**src/rtl/tmr16_pkg.sv**
```systemverilog
package tmr16_pkg;
  // counter-control bit positions
  localparam int CTL_STOP    = 0;
  localparam int CTL_IMODE   = 1;
  localparam int CTL_DOWN    = 2;
  localparam int CTL_MEN     = 3;
  localparam int CTL_RESTART = 4;
  localparam logic [5:0] CTL_RESET_VAL = 6'h21;

  // status bit positions
  localparam int ST_INTV  = 0;
  localparam int ST_MATCH = 1;
  localparam int ST_OVF   = 4;
  localparam int ST_EVT   = 5;

  // clock-control bit positions
  localparam int CK_PS_EN  = 0;
  localparam int CK_SEL_LO = 1;
endpackage

```
**src/rtl/tmr16_prescaler.sv**
```systemverilog
module tmr16_prescaler #(
  parameter int PS_SEL_W = 4
) (
  input  logic                clk,
  input  logic                rst_n,
  input  logic                run_i,
  input  logic                ps_en_i,
  input  logic [PS_SEL_W-1:0] ps_sel_i,
  input  logic                restart_i,
  output logic                tick_o
);
  localparam int DIV_W = 2 ** PS_SEL_W;
  localparam int SH_W  = PS_SEL_W + 1;

  logic [DIV_W-1:0] pre_q;
  logic [DIV_W-1:0] term;
  logic [SH_W-1:0]  shamt;

  always_comb begin
    shamt = {1'b0, ps_sel_i} + 1'b1;
    term  = ~({DIV_W{1'b1}} << shamt);
  end

  assign tick_o = run_i & (~ps_en_i | (pre_q == term));

  always_ff @(posedge clk or negedge rst_n) begin
    if (!rst_n) pre_q <= '0;
    else if (restart_i) pre_q <= '0;
    else if (run_i && ps_en_i) pre_q <= (pre_q == term) ? '0 : pre_q + 1'b1;
  end

  // a divided tick stream never has two ticks back to back
  divided_gap_chk: assert property (@(posedge clk) disable iff (!rst_n)
    (tick_o && ps_en_i && !restart_i) |=> !tick_o);
endmodule

```
**src/rtl/tmr16_counter.sv**
```systemverilog
module tmr16_counter
  import tmr16_pkg::*;
#(
  parameter int CNT_W     = 16,
  parameter int NUM_MATCH = 3,
  parameter int CFG_W     = 6,
  parameter int STAT_W    = 6
) (
  input  logic                       clk,
  input  logic                       rst_n,
  input  logic                       tick_i,
  input  logic [CFG_W-1:0]           cfg_i,
  input  logic                       cfg_we_i,
  input  logic [CFG_W-1:0]           cfg_wdata_i,
  input  logic [CNT_W-1:0]           intv_i,
  input  logic [NUM_MATCH*CNT_W-1:0] match_i,
  output logic [CNT_W-1:0]           cnt_o,
  output logic [STAT_W-1:0]          set_o
);
  logic [CNT_W-1:0]     cnt_q, cnt_nx, lim, rst_lim, intv_eff;
  logic                 restart, wrap, adv;
  logic [NUM_MATCH-1:0] hit;

  assign intv_eff = (intv_i == '0) ? {{(CNT_W-1){1'b0}}, 1'b1} : intv_i;
  assign lim      = cfg_i[CTL_IMODE] ? intv_eff : {CNT_W{1'b1}};
  assign rst_lim  = cfg_wdata_i[CTL_IMODE] ? intv_eff : {CNT_W{1'b1}};
  assign restart  = cfg_we_i & cfg_wdata_i[CTL_RESTART];
  assign adv      = tick_i & ~restart;

  always_comb begin
    if (cfg_i[CTL_DOWN]) begin
      wrap   = (cnt_q == '0);
      cnt_nx = wrap ? lim : cnt_q - 1'b1;
    end else begin
      wrap   = (cnt_q >= lim);
      cnt_nx = wrap ? '0 : cnt_q + 1'b1;
    end
  end

  for (genvar k = 0; k < NUM_MATCH; k++) begin : g_cmp
    assign hit[k] = adv & cfg_i[CTL_MEN] & (cnt_nx == match_i[k*CNT_W +: CNT_W]);
  end

  always_comb begin
    set_o = '0;
    if (cfg_i[CTL_IMODE]) set_o[ST_INTV] = adv & wrap;
    else                  set_o[ST_OVF]  = adv & wrap;
    set_o[ST_MATCH +: NUM_MATCH] = hit;
  end

  always_ff @(posedge clk or negedge rst_n) begin
    if (!rst_n) cnt_q <= '0;
    else if (restart) cnt_q <= cfg_wdata_i[CTL_DOWN] ? rst_lim : '0;
    else if (tick_i) cnt_q <= cnt_nx;
  end

  assign cnt_o = cnt_q;

  // an upward wrap lands on zero
  up_wrap_chk: assert property (@(posedge clk) disable iff (!rst_n)
    (tick_i && !cfg_we_i && !cfg_i[CTL_DOWN] && cnt_q == lim) |=> (cnt_q == '0));
  // a downward tick at zero reloads the limit
  down_reload_chk: assert property (@(posedge clk) disable iff (!rst_n)
    (tick_i && !cfg_we_i && cfg_i[CTL_DOWN] && cnt_q == '0) |=> (cnt_q == $past(lim)));
  // an upward restart always leaves zero
  restart_up_chk: assert property (@(posedge clk) disable iff (!rst_n)
    (restart && !cfg_wdata_i[CTL_DOWN]) |=> (cnt_q == '0));
  // match flags only with compare enabled
  match_gate_chk: assert property (@(posedge clk) disable iff (!rst_n)
    !cfg_i[CTL_MEN] |-> (set_o[ST_MATCH +: NUM_MATCH] == '0));
endmodule

```
**src/rtl/tmr16_irq.sv**
```systemverilog
module tmr16_irq #(
  parameter int STAT_W = 6
) (
  input  logic              clk,
  input  logic              rst_n,
  input  logic [STAT_W-1:0] set_i,
  input  logic              clr_we_i,
  input  logic [STAT_W-1:0] clr_mask_i,
  input  logic              rd_clr_i,
  input  logic              en_we_i,
  input  logic [STAT_W-1:0] en_wdata_i,
  output logic [STAT_W-1:0] status_o,
  output logic              irq_o
);
  logic [STAT_W-1:0] stat_q, en_q, keep;

  always_comb begin
    keep = stat_q;
    if (clr_we_i) keep = keep & ~clr_mask_i;
    if (rd_clr_i) keep = '0;
  end

  always_ff @(posedge clk or negedge rst_n) begin
    if (!rst_n) begin
      stat_q <= '0;
      en_q   <= '0;
    end else begin
      stat_q <= keep | set_i;
      if (en_we_i) en_q <= en_wdata_i;
    end
  end

  assign status_o = stat_q;
  assign irq_o    = |(stat_q & en_q);

  // a freshly raised flag is always visible next cycle
  set_wins_chk: assert property (@(posedge clk) disable iff (!rst_n)
    (|set_i) |=> ((stat_q & $past(set_i)) == $past(set_i)));
  // read with nothing raised empties status
  read_clear_chk: assert property (@(posedge clk) disable iff (!rst_n)
    (rd_clr_i && set_i == '0) |=> (stat_q == '0));
  // no status means no interrupt
  quiet_irq_chk: assert property (@(posedge clk) disable iff (!rst_n)
    (stat_q == '0) |-> !irq_o);
endmodule

```
**src/rtl/tmr16_channel.sv**
```systemverilog
module tmr16_channel
  import tmr16_pkg::*;
#(
  parameter int CNT_W     = 16,
  parameter int BUS_W     = 32,
  parameter int NUM_MATCH = 3,
  parameter int CFG_W     = 6,
  parameter int STAT_W    = 6,
  parameter int PS_SEL_W  = 4
) (
  input  logic                 clk,
  input  logic                 rst_n,
  input  logic                 clk_cfg_we,
  input  logic [CFG_W-1:0]     clk_cfg_wdata,
  input  logic                 cnt_cfg_we,
  input  logic [CFG_W-1:0]     cnt_cfg_wdata,
  input  logic                 intv_we,
  input  logic [BUS_W-1:0]     intv_wdata,
  input  logic [NUM_MATCH-1:0] match_we,
  input  logic [BUS_W-1:0]     match_wdata,
  input  logic                 irq_en_we,
  input  logic [STAT_W-1:0]    irq_en_wdata,
  input  logic                 stat_clr_we,
  input  logic [STAT_W-1:0]    stat_clr_wdata,
  input  logic                 stat_rd,
  output logic [CNT_W-1:0]     count_o,
  output logic [CFG_W-1:0]     cnt_cfg_o,
  output logic [STAT_W-1:0]    status_o,
  output logic                 irq_o
);
  logic [CFG_W-1:0]           clk_cfg_q, cnt_cfg_q;
  logic [CNT_W-1:0]           intv_q;
  logic [NUM_MATCH*CNT_W-1:0] match_q;
  logic [STAT_W-1:0]          set_flags;
  logic                       tick, ps_restart;
  logic                       unused_hi;

  assign unused_hi = ^{intv_wdata[BUS_W-1:CNT_W], match_wdata[BUS_W-1:CNT_W],
                       clk_cfg_q[CFG_W-1:CK_SEL_LO+PS_SEL_W]};

  always_ff @(posedge clk or negedge rst_n) begin
    if (!rst_n) begin
      clk_cfg_q <= '0;
      cnt_cfg_q <= CTL_RESET_VAL;
      intv_q    <= '0;
    end else begin
      if (clk_cfg_we) clk_cfg_q <= clk_cfg_wdata;
      if (cnt_cfg_we) begin
        cnt_cfg_q              <= cnt_cfg_wdata;
        cnt_cfg_q[CTL_RESTART] <= 1'b0;
      end
      if (intv_we) intv_q <= intv_wdata[CNT_W-1:0];
    end
  end

  for (genvar k = 0; k < NUM_MATCH; k++) begin : g_match
    always_ff @(posedge clk or negedge rst_n) begin
      if (!rst_n) match_q[k*CNT_W +: CNT_W] <= '0;
      else if (match_we[k]) match_q[k*CNT_W +: CNT_W] <= match_wdata[CNT_W-1:0];
    end
  end

  assign ps_restart = clk_cfg_we | (cnt_cfg_we & cnt_cfg_wdata[CTL_RESTART]);

  tmr16_prescaler #(.PS_SEL_W(PS_SEL_W)) u_pre (
    .clk       (clk),
    .rst_n     (rst_n),
    .run_i     (~cnt_cfg_q[CTL_STOP]),
    .ps_en_i   (clk_cfg_q[CK_PS_EN]),
    .ps_sel_i  (clk_cfg_q[CK_SEL_LO +: PS_SEL_W]),
    .restart_i (ps_restart),
    .tick_o    (tick)
  );

  tmr16_counter #(
    .CNT_W(CNT_W), .NUM_MATCH(NUM_MATCH), .CFG_W(CFG_W), .STAT_W(STAT_W)
  ) u_cnt (
    .clk         (clk),
    .rst_n       (rst_n),
    .tick_i      (tick),
    .cfg_i       (cnt_cfg_q),
    .cfg_we_i    (cnt_cfg_we),
    .cfg_wdata_i (cnt_cfg_wdata),
    .intv_i      (intv_q),
    .match_i     (match_q),
    .cnt_o       (count_o),
    .set_o       (set_flags)
  );

  tmr16_irq #(.STAT_W(STAT_W)) u_irq (
    .clk        (clk),
    .rst_n      (rst_n),
    .set_i      (set_flags),
    .clr_we_i   (stat_clr_we),
    .clr_mask_i (stat_clr_wdata),
    .rd_clr_i   (stat_rd),
    .en_we_i    (irq_en_we),
    .en_wdata_i (irq_en_wdata),
    .status_o   (status_o),
    .irq_o      (irq_o)
  );

  assign cnt_cfg_o = cnt_cfg_q;

  // restart request never reads back
  restart_bit_chk: assert property (@(posedge clk) disable iff (!rst_n)
    cnt_cfg_we |=> !cnt_cfg_o[CTL_RESTART]);
  // a stopped counter holds its value unless restarted
  stopped_hold_chk: assert property (@(posedge clk) disable iff (!rst_n)
    (cnt_cfg_q[CTL_STOP] && !cnt_cfg_we) |=> $stable(count_o));
  // raised status under enable gives interrupt one cycle later
  irq_follow_chk: assert property (@(posedge clk) disable iff (!rst_n)
    (set_flags[ST_INTV] && !irq_en_we && u_irq.en_q[ST_INTV]) |=> irq_o);
endmodule

```
**config.mk**
```make
export PLATFORM = sky130hd
export DESIGN_NAME = tmr16_channel
export DESIGN_NICKNAME = d
export VERILOG_FILES = /design/src/rtl/tmr16_pkg.sv /design/src/rtl/tmr16_prescaler.sv /design/src/rtl/tmr16_counter.sv /design/src/rtl/tmr16_irq.sv /design/src/rtl/tmr16_channel.sv
export SDC_FILE = /design/constraint.sdc
export NUM_CORES = 1
export LEC_CHECK = 0
export BUFFER_PORTS_ARGS = -buffer_cell sky130_fd_sc_hd__buf_2
export CAP_MARGIN = 20
export CORE_MARGIN = 2
export CORE_UTILIZATION = 60
export DETAILED_ROUTE_END_ITERATION = 16
export GPL_ROUTABILITY_DRIVEN = 0
export HOLD_SLACK_MARGIN = 0.08
export PLACE_DENSITY_LB_ADDON = 0.12
export SLEW_MARGIN = 0
export SYNTH_ARGS = -nofsm -noshare
export SYNTH_HDL_FRONTEND = slang
export SYNTH_SLANG_ARGS = --single-unit
```
**constraint.sdc**
```tcl
create_clock -name clk -period 5.6 [get_ports clk]
set_input_delay 0.28 -clock clk [delete_from_list [all_inputs] [get_ports clk]]
set_output_delay 0.28 -clock clk [all_outputs]
set_load 0.02 [all_outputs]
```
* Yosys cells after proc, flatten, opt, wreduce, memory -nomap -nowiden
Index checks and enable logic that the tools add are counted.
Word-level totals: word-level logic and storage cells 61, bits in registers 118, input bits 99, output and inout port bits 29
Cells by class: bitwise gates (word level) 18, shift operators 1, $add $sub $neg 4, magnitude comparators 1, muxes and demuxes 17, equality and inequality tests 4, reductions and logical operators 6
Operators by type and width (count):
- $mux 16 | 12
- $eq 16x16->1 | 4
- $add 16x1->16 const B | 2
- $logic_not 16->1 | 2
- $ge 16x16->1 | 1
- $not 16->16 | 1
- $shl 16x5->16 const A | 1
- $sub 16x1->16 const B | 1
- $and 6x6->6 | 2
- $mux 6 | 2
- $and 1x1->1 | 8
- $not 6->6 | 1
- $or 6x5->6 | 1
- $reduce_or 6->1 | 1
- $add 4x1->5 const B | 1
- $reduce_bool 2->1 | 2
- $mux 1 | 3
- $not 1->1 | 3
- $or 1x1->1 | 2
- $logic_and 1x1->1 | 1

* Logic depth before layout (Yosys ltp)
word-level depth 10, gate-level depth with buffers 15, gate-level depth less buffers 13

* Modules after synthesis
Synthesis repeated with hierarchy kept, for this count alone.
Second synthesis, totals: cells, all modules 850, area total of the unflattened synthesis 8270.4 µm²
Modules (own cells, without submodules):
- tmr16_counter | cells each 482, area an instance 3387.0 µm², times used 1, sequential area each 400.4 µm²
- tmr16_channel | cells each 162, area an instance 2995.4 µm², times used 1, sequential area each 1854.3 µm²
- tmr16_prescaler | cells each 170, area an instance 1380.1 µm², times used 1, sequential area each 400.4 µm²
- tmr16_irq | cells each 36, area an instance 508.0 µm², times used 1, sequential area each 300.3 µm²

* Least setup slack after synthesis
No wires, ideal clock.
path type reg-to-reg, start point register cnt_cfg_q[1] (netlist: cnt_cfg_o[1]), end point register u_irq.stat_q[3] (netlist: u_irq.status_o[3]), cell stages (with the launch flop) 15, library setup time 0.095 ns, arrival 3.434 ns, data required time 5.505 ns, buffers on the path 2, clock period less this slack 3.530 ns, path slack 2.070 ns, cells stage by stage dfrtp_1 -> clkinv_1 -> clkbuf_1 -> nor2_1 -> ha_1 -> a31oi_1 -> nor2b_1 -> o311ai_0 -> a31oi_1 -> clkbuf_1 -> nor3_1 -> xor2_1 -> a2111oi_0 -> nand4_1 -> o31ai_1
Between the ends: word-level cells in the longest chain between the ends 7, elaborated cells between the ends (all ways) 8, classes of those cells order compare (1); eq/ne (1); mux (4); bitwise (2)
Ends and longest elaborated chain:
- start: declaration | RTL line tmr16_channel.sv:31 | logic [CFG_W-1:0] clk_cfg_q, cnt_cfg_q;
- start signal: assignment | RTL line tmr16_channel.sv:49 | cnt_cfg_q <= cnt_cfg_wdata;
- $mux 16 * | RTL line tmr16_counter.sv:25 | assign lim = cfg_i[CTL_IMODE] ? intv_eff : {CNT_W{1'b1}};
- $ge 16x16->1 | RTL line tmr16_counter.sv:35 | wrap = (cnt_q >= lim);
- $mux 16 | RTL line tmr16_counter.sv:36 | cnt_nx = wrap ? '0 : cnt_q + 1'b1;
- $mux 16 * | RTL line tmr16_counter.sv:31 | if (cfg_i[CTL_DOWN]) begin
- $eq 16x16->1 * | RTL line tmr16_counter.sv:41 | assign hit[k] = adv & cfg_i[CTL_MEN] & (cnt_nx == match_i[k*CNT_W +: CNT_W]);
- $and 1x1->1 * | RTL line tmr16_counter.sv:41
- $or 6x5->6 * | RTL line tmr16_irq.sv:28 | stat_q <= keep | set_i;
- end signal: assignment | RTL line tmr16_irq.sv:28
- end: declaration | RTL line tmr16_irq.sv:15 | logic [STAT_W-1:0] stat_q, en_q, keep;
Mark *: on every way between the ends. The rest lies on a longest branch, timed or not. A chain may end at the register's enable or synchronous reset.

* Worst setup path in the final report
start point register intv_q[8], end point register u_irq.stat_q[3] (netlist: u_irq.status_o[3])
Between the ends: word-level cells in the longest chain between the ends 9, elaborated cells between the ends (all ways) 10, classes of those cells order compare (1); eq/ne (1); mux (5); bitwise (2); reduce/logical (1)
Ends and longest elaborated chain:
- start: declaration | RTL line tmr16_channel.sv:32 | logic [CNT_W-1:0] intv_q;
- start signal: assignment | RTL line tmr16_channel.sv:52 | if (intv_we) intv_q <= intv_wdata[CNT_W-1:0];
- $logic_not 16->1 | RTL line tmr16_counter.sv:24 | assign intv_eff = (intv_i == '0) ? {{(CNT_W-1){1'b0}}, 1'b1} : intv_i;
- $mux 16 * | RTL line tmr16_counter.sv:24
- $mux 16 * | RTL line tmr16_counter.sv:25
- $ge 16x16->1 | RTL line tmr16_counter.sv:35
- $mux 16 | RTL line tmr16_counter.sv:36
- $mux 16 * | RTL line tmr16_counter.sv:31
- $eq 16x16->1 * | RTL line tmr16_counter.sv:41
- $and 1x1->1 * | RTL line tmr16_counter.sv:41
- $or 6x5->6 * | RTL line tmr16_irq.sv:28
Marks and branches as above.

==> results.ini <==
[timing]
finClkSkew_ns = 0.0145
fin_crit_sh_pct = 77.3
min_period_ns = 4.33
max_freq_ghz = 0.231
rsz0062_at_grt = no
drv_slew = 0
maxSlewHeadroom_pct = 25.7
setup_viol = 0
tightestPinTransition_ns = 1.12
finalHoldViolations = 0
tns_ns = 0

[setup_path]
crit_slowest_cell = a211oi_1
endpoint_kind = register
crit_path_start_kind = register
path_class = reg -> reg
critPathRequiredTime_ns = 5.92
crit_arrival_ns = 4.65
path_buf_inv = 1
path_max_fanout = 5
worst_path_largest_cell_delay_ns = 0.77
path_cells = nor4_1, a41oi_1, inv_1, ha_1, nor2b_1, o211a_1, o311ai_0, a31oi_1, a211oi_1, xor2_1, a2111oi_0, nand4_1, o31ai_1
crit_family = compound AO/OA/AOI/OAI gates

[synth]
yosys.area.top_type = dfrtp_1
yosys-top-cells-area = dfrtp_1, mux2_2, ha_1
synth_area_sq_mm = 0.00764
synth_edf_count = 0
synth_seq_area_share_pct = 38.7
netlist_instances = 821
synth_top_cells_by_count = dfrtp_1, mux2_2, nand2_1, o21ai_0, nor2_1
synth.distinct_cells = 75
synthFlopType = dfrtp_1
syn_nets = 943
postSynthAreaPerCell_sq_um = 9.31
ys_async_sr_fraction_pct = 100
yosysWarnings = 0
synth_most_common_cell = dfrtp_1
synth_top_area_share_pct = 38.0
ys_ff_latch = 118

[drt]
drtIter0Drc = 773
drt_pass1_iterations = 7
vias_per_cell = 6.51
drcViolationCount = 0
wire_per_inst_microns = 20.1
ant_nets = 0
num_vias = 7049
finalWirelength_mm = 21.7

[floorplanning]
core_sq_mm = 0.0125
initial_utilization_pct = 61.1
die_h_microns = 117
die_x_microns = 117
dieArea_sq_mm = 0.0137
pin_count = 128
fp-row-count = 41

[clocking]
clock_sinks = 118
numCtsBuffers = 17
clk_pin_slew_ns = 0.06
h-tree-depth = 4
clk_latency_ns = 0.43
cts_tree = built
clockBufferDepth = 2
root_buffer = clkbuf_16

[global_route]
grt_pass1_wl_mm = 34.2
grt_max_degree = 67
antenna_found_initial = 0
grt_use_total_pct = 32.8
grt_overflow = 0
grt_pass1_vias = 6632

[cells_and_area]
synthToLayoutAreaGrowth_pct = 16.3
fin_util_pct = 71.0
multi_input_area_sq_mm = 0.00439
diodes = 0
seq_area_sq_mm = 0.00296
fill_cells = 994
nets = 1021
drive_gt1_share_pct = 23.3

[power_and_ir_drop]
power_density_mw_per_mm2 = 356
vdd_drop_max_uv = 242
finalPower_uw = 3160
p_leak_uw = 0.00384

[placed_design]
portBuffers = 93
dp_hpwl_mm = 15.4

[job]
maxCapViolations = 0

[outcome]
status = completed

[min_path]
hold_path_class = in -> reg

-- kinds of logic after synthesis --
kind of cell,synth area share (%)
compound gates,17.1
xor+xnor,5.04
mux,12.4
buf+inv,3.88
flops,38.7
fa+ha+maj,3.76
other cells,0.0491
simple gates,19.2
-- stage by stage --
step	setup slack, ns	instance area, sq um	hold WS (ns)	std cells
3_3_place_gp	1.45	8170	0.346	1043
2_1_floorplan	2.07	7640	-0.0156	821
6_report	1.27	8890	0.0881	1082
3_5_place_dp	1.36	8170	0.361	1043
4_1_cts	1.35	8890	0.0801	1082
5_1_grt	0.985	8890	0.0835	1082
-- report_power, final --
| group | total (uW) | internal, uW | switching, uW | leakage (uW) |
|---|---|---|---|---|
| clock | 1170 | 794 | 376 | 0.000303 |
| combinational | 868 | 359 | 509 | 0.00211 |
| sequential | 1130 | 941 | 186 | 0.00143 |
| total | 3160 | 2090 | 1070 | 0.00384 |
-- worst register-to-register path, cell delays in order, from the launching register on --
cell,delay [ns]
dfrtp_1,0.46
nor4_1,0.56
a41oi_1,0.26
inv_1,0.10
ha_1,0.14
nor2b_1,0.05
o211a_1,0.20
o311ai_0,0.47
a31oi_1,0.18
a211oi_1,0.77
xor2_1,0.19
a2111oi_0,0.46
nand4_1,0.17
o31ai_1,0.23
-- layout by cell type, fill, tap and decap left out, drive strengths merged, types with 20 or more instances in the layout --
cell,n
dfrtp,116
buf,100
mux2,75
nand2,62
o21ai,58
nor2,56
a21oi,45
nand3,31
xnor2,24
ha,23
inv,22
nor3,21
clkbuf,21
xor2,20
-- path summary, 6_finish.rpt --
check / start / endpoint / slack (ns) / cells past startpoint
setup / recovery: intv_q[8] / u_irq.status_o[3] / 1.27 / 13
hold / removal: intv_wdata[4] / intv_q[4] / 0.09 / 2
hold reg to reg: u_irq.en_q[2] / u_irq.en_q[2] / 0.51 / 1
setup reg to reg: intv_q[8] / u_irq.status_o[3] / 1.27 / 13
min in group asynchronous: rst_n / intv_q[12] / 0.43 / 2
max in group asynchronous: rst_n / match_q[23] / 3.88 / 3
-- layer usage --
metal  part of all wire, %  up-vias  wire length [microns]  track usage [%]
li1                      -     3214                      -                -
met1                    43     3446                   9250             43.5
met5                     0        -                      0                0
met4                   3.4        0                    743             16.0
met3                   6.9       59                   1510             6.59
met2                    47      330                  10200             51.6
-- sequential cells by signal (all words and copies together) (netlist names) --
name / count
match_q: 48
intv_q: 16
u_cnt.cnt_o: 16
u_pre.pre_q: 16
u_irq.en_q: 6
u_irq.status_o: 6
clk_cfg_q: 5
cnt_cfg_o: 5
-- cell type report --
type                            count  share of cell area, %
Multi-Input combinational cell    630                   49.4
Sequential cell                   118                   33.3
Timing Repair Buffer              109                   6.87
Clock buffer                       21                   5.07
Tap cell                          172                   2.42
Clock inverter                      9                   1.99
Inverter                           23                  0.971
-- repair_timing --
action                    CTS  global route
hold buffers                9             0
hold endpoints to repair   60             0
buffers inserted            0             0
gates resized for setup     0             0
Note: power is estimated with default switching activity, not from simulation.
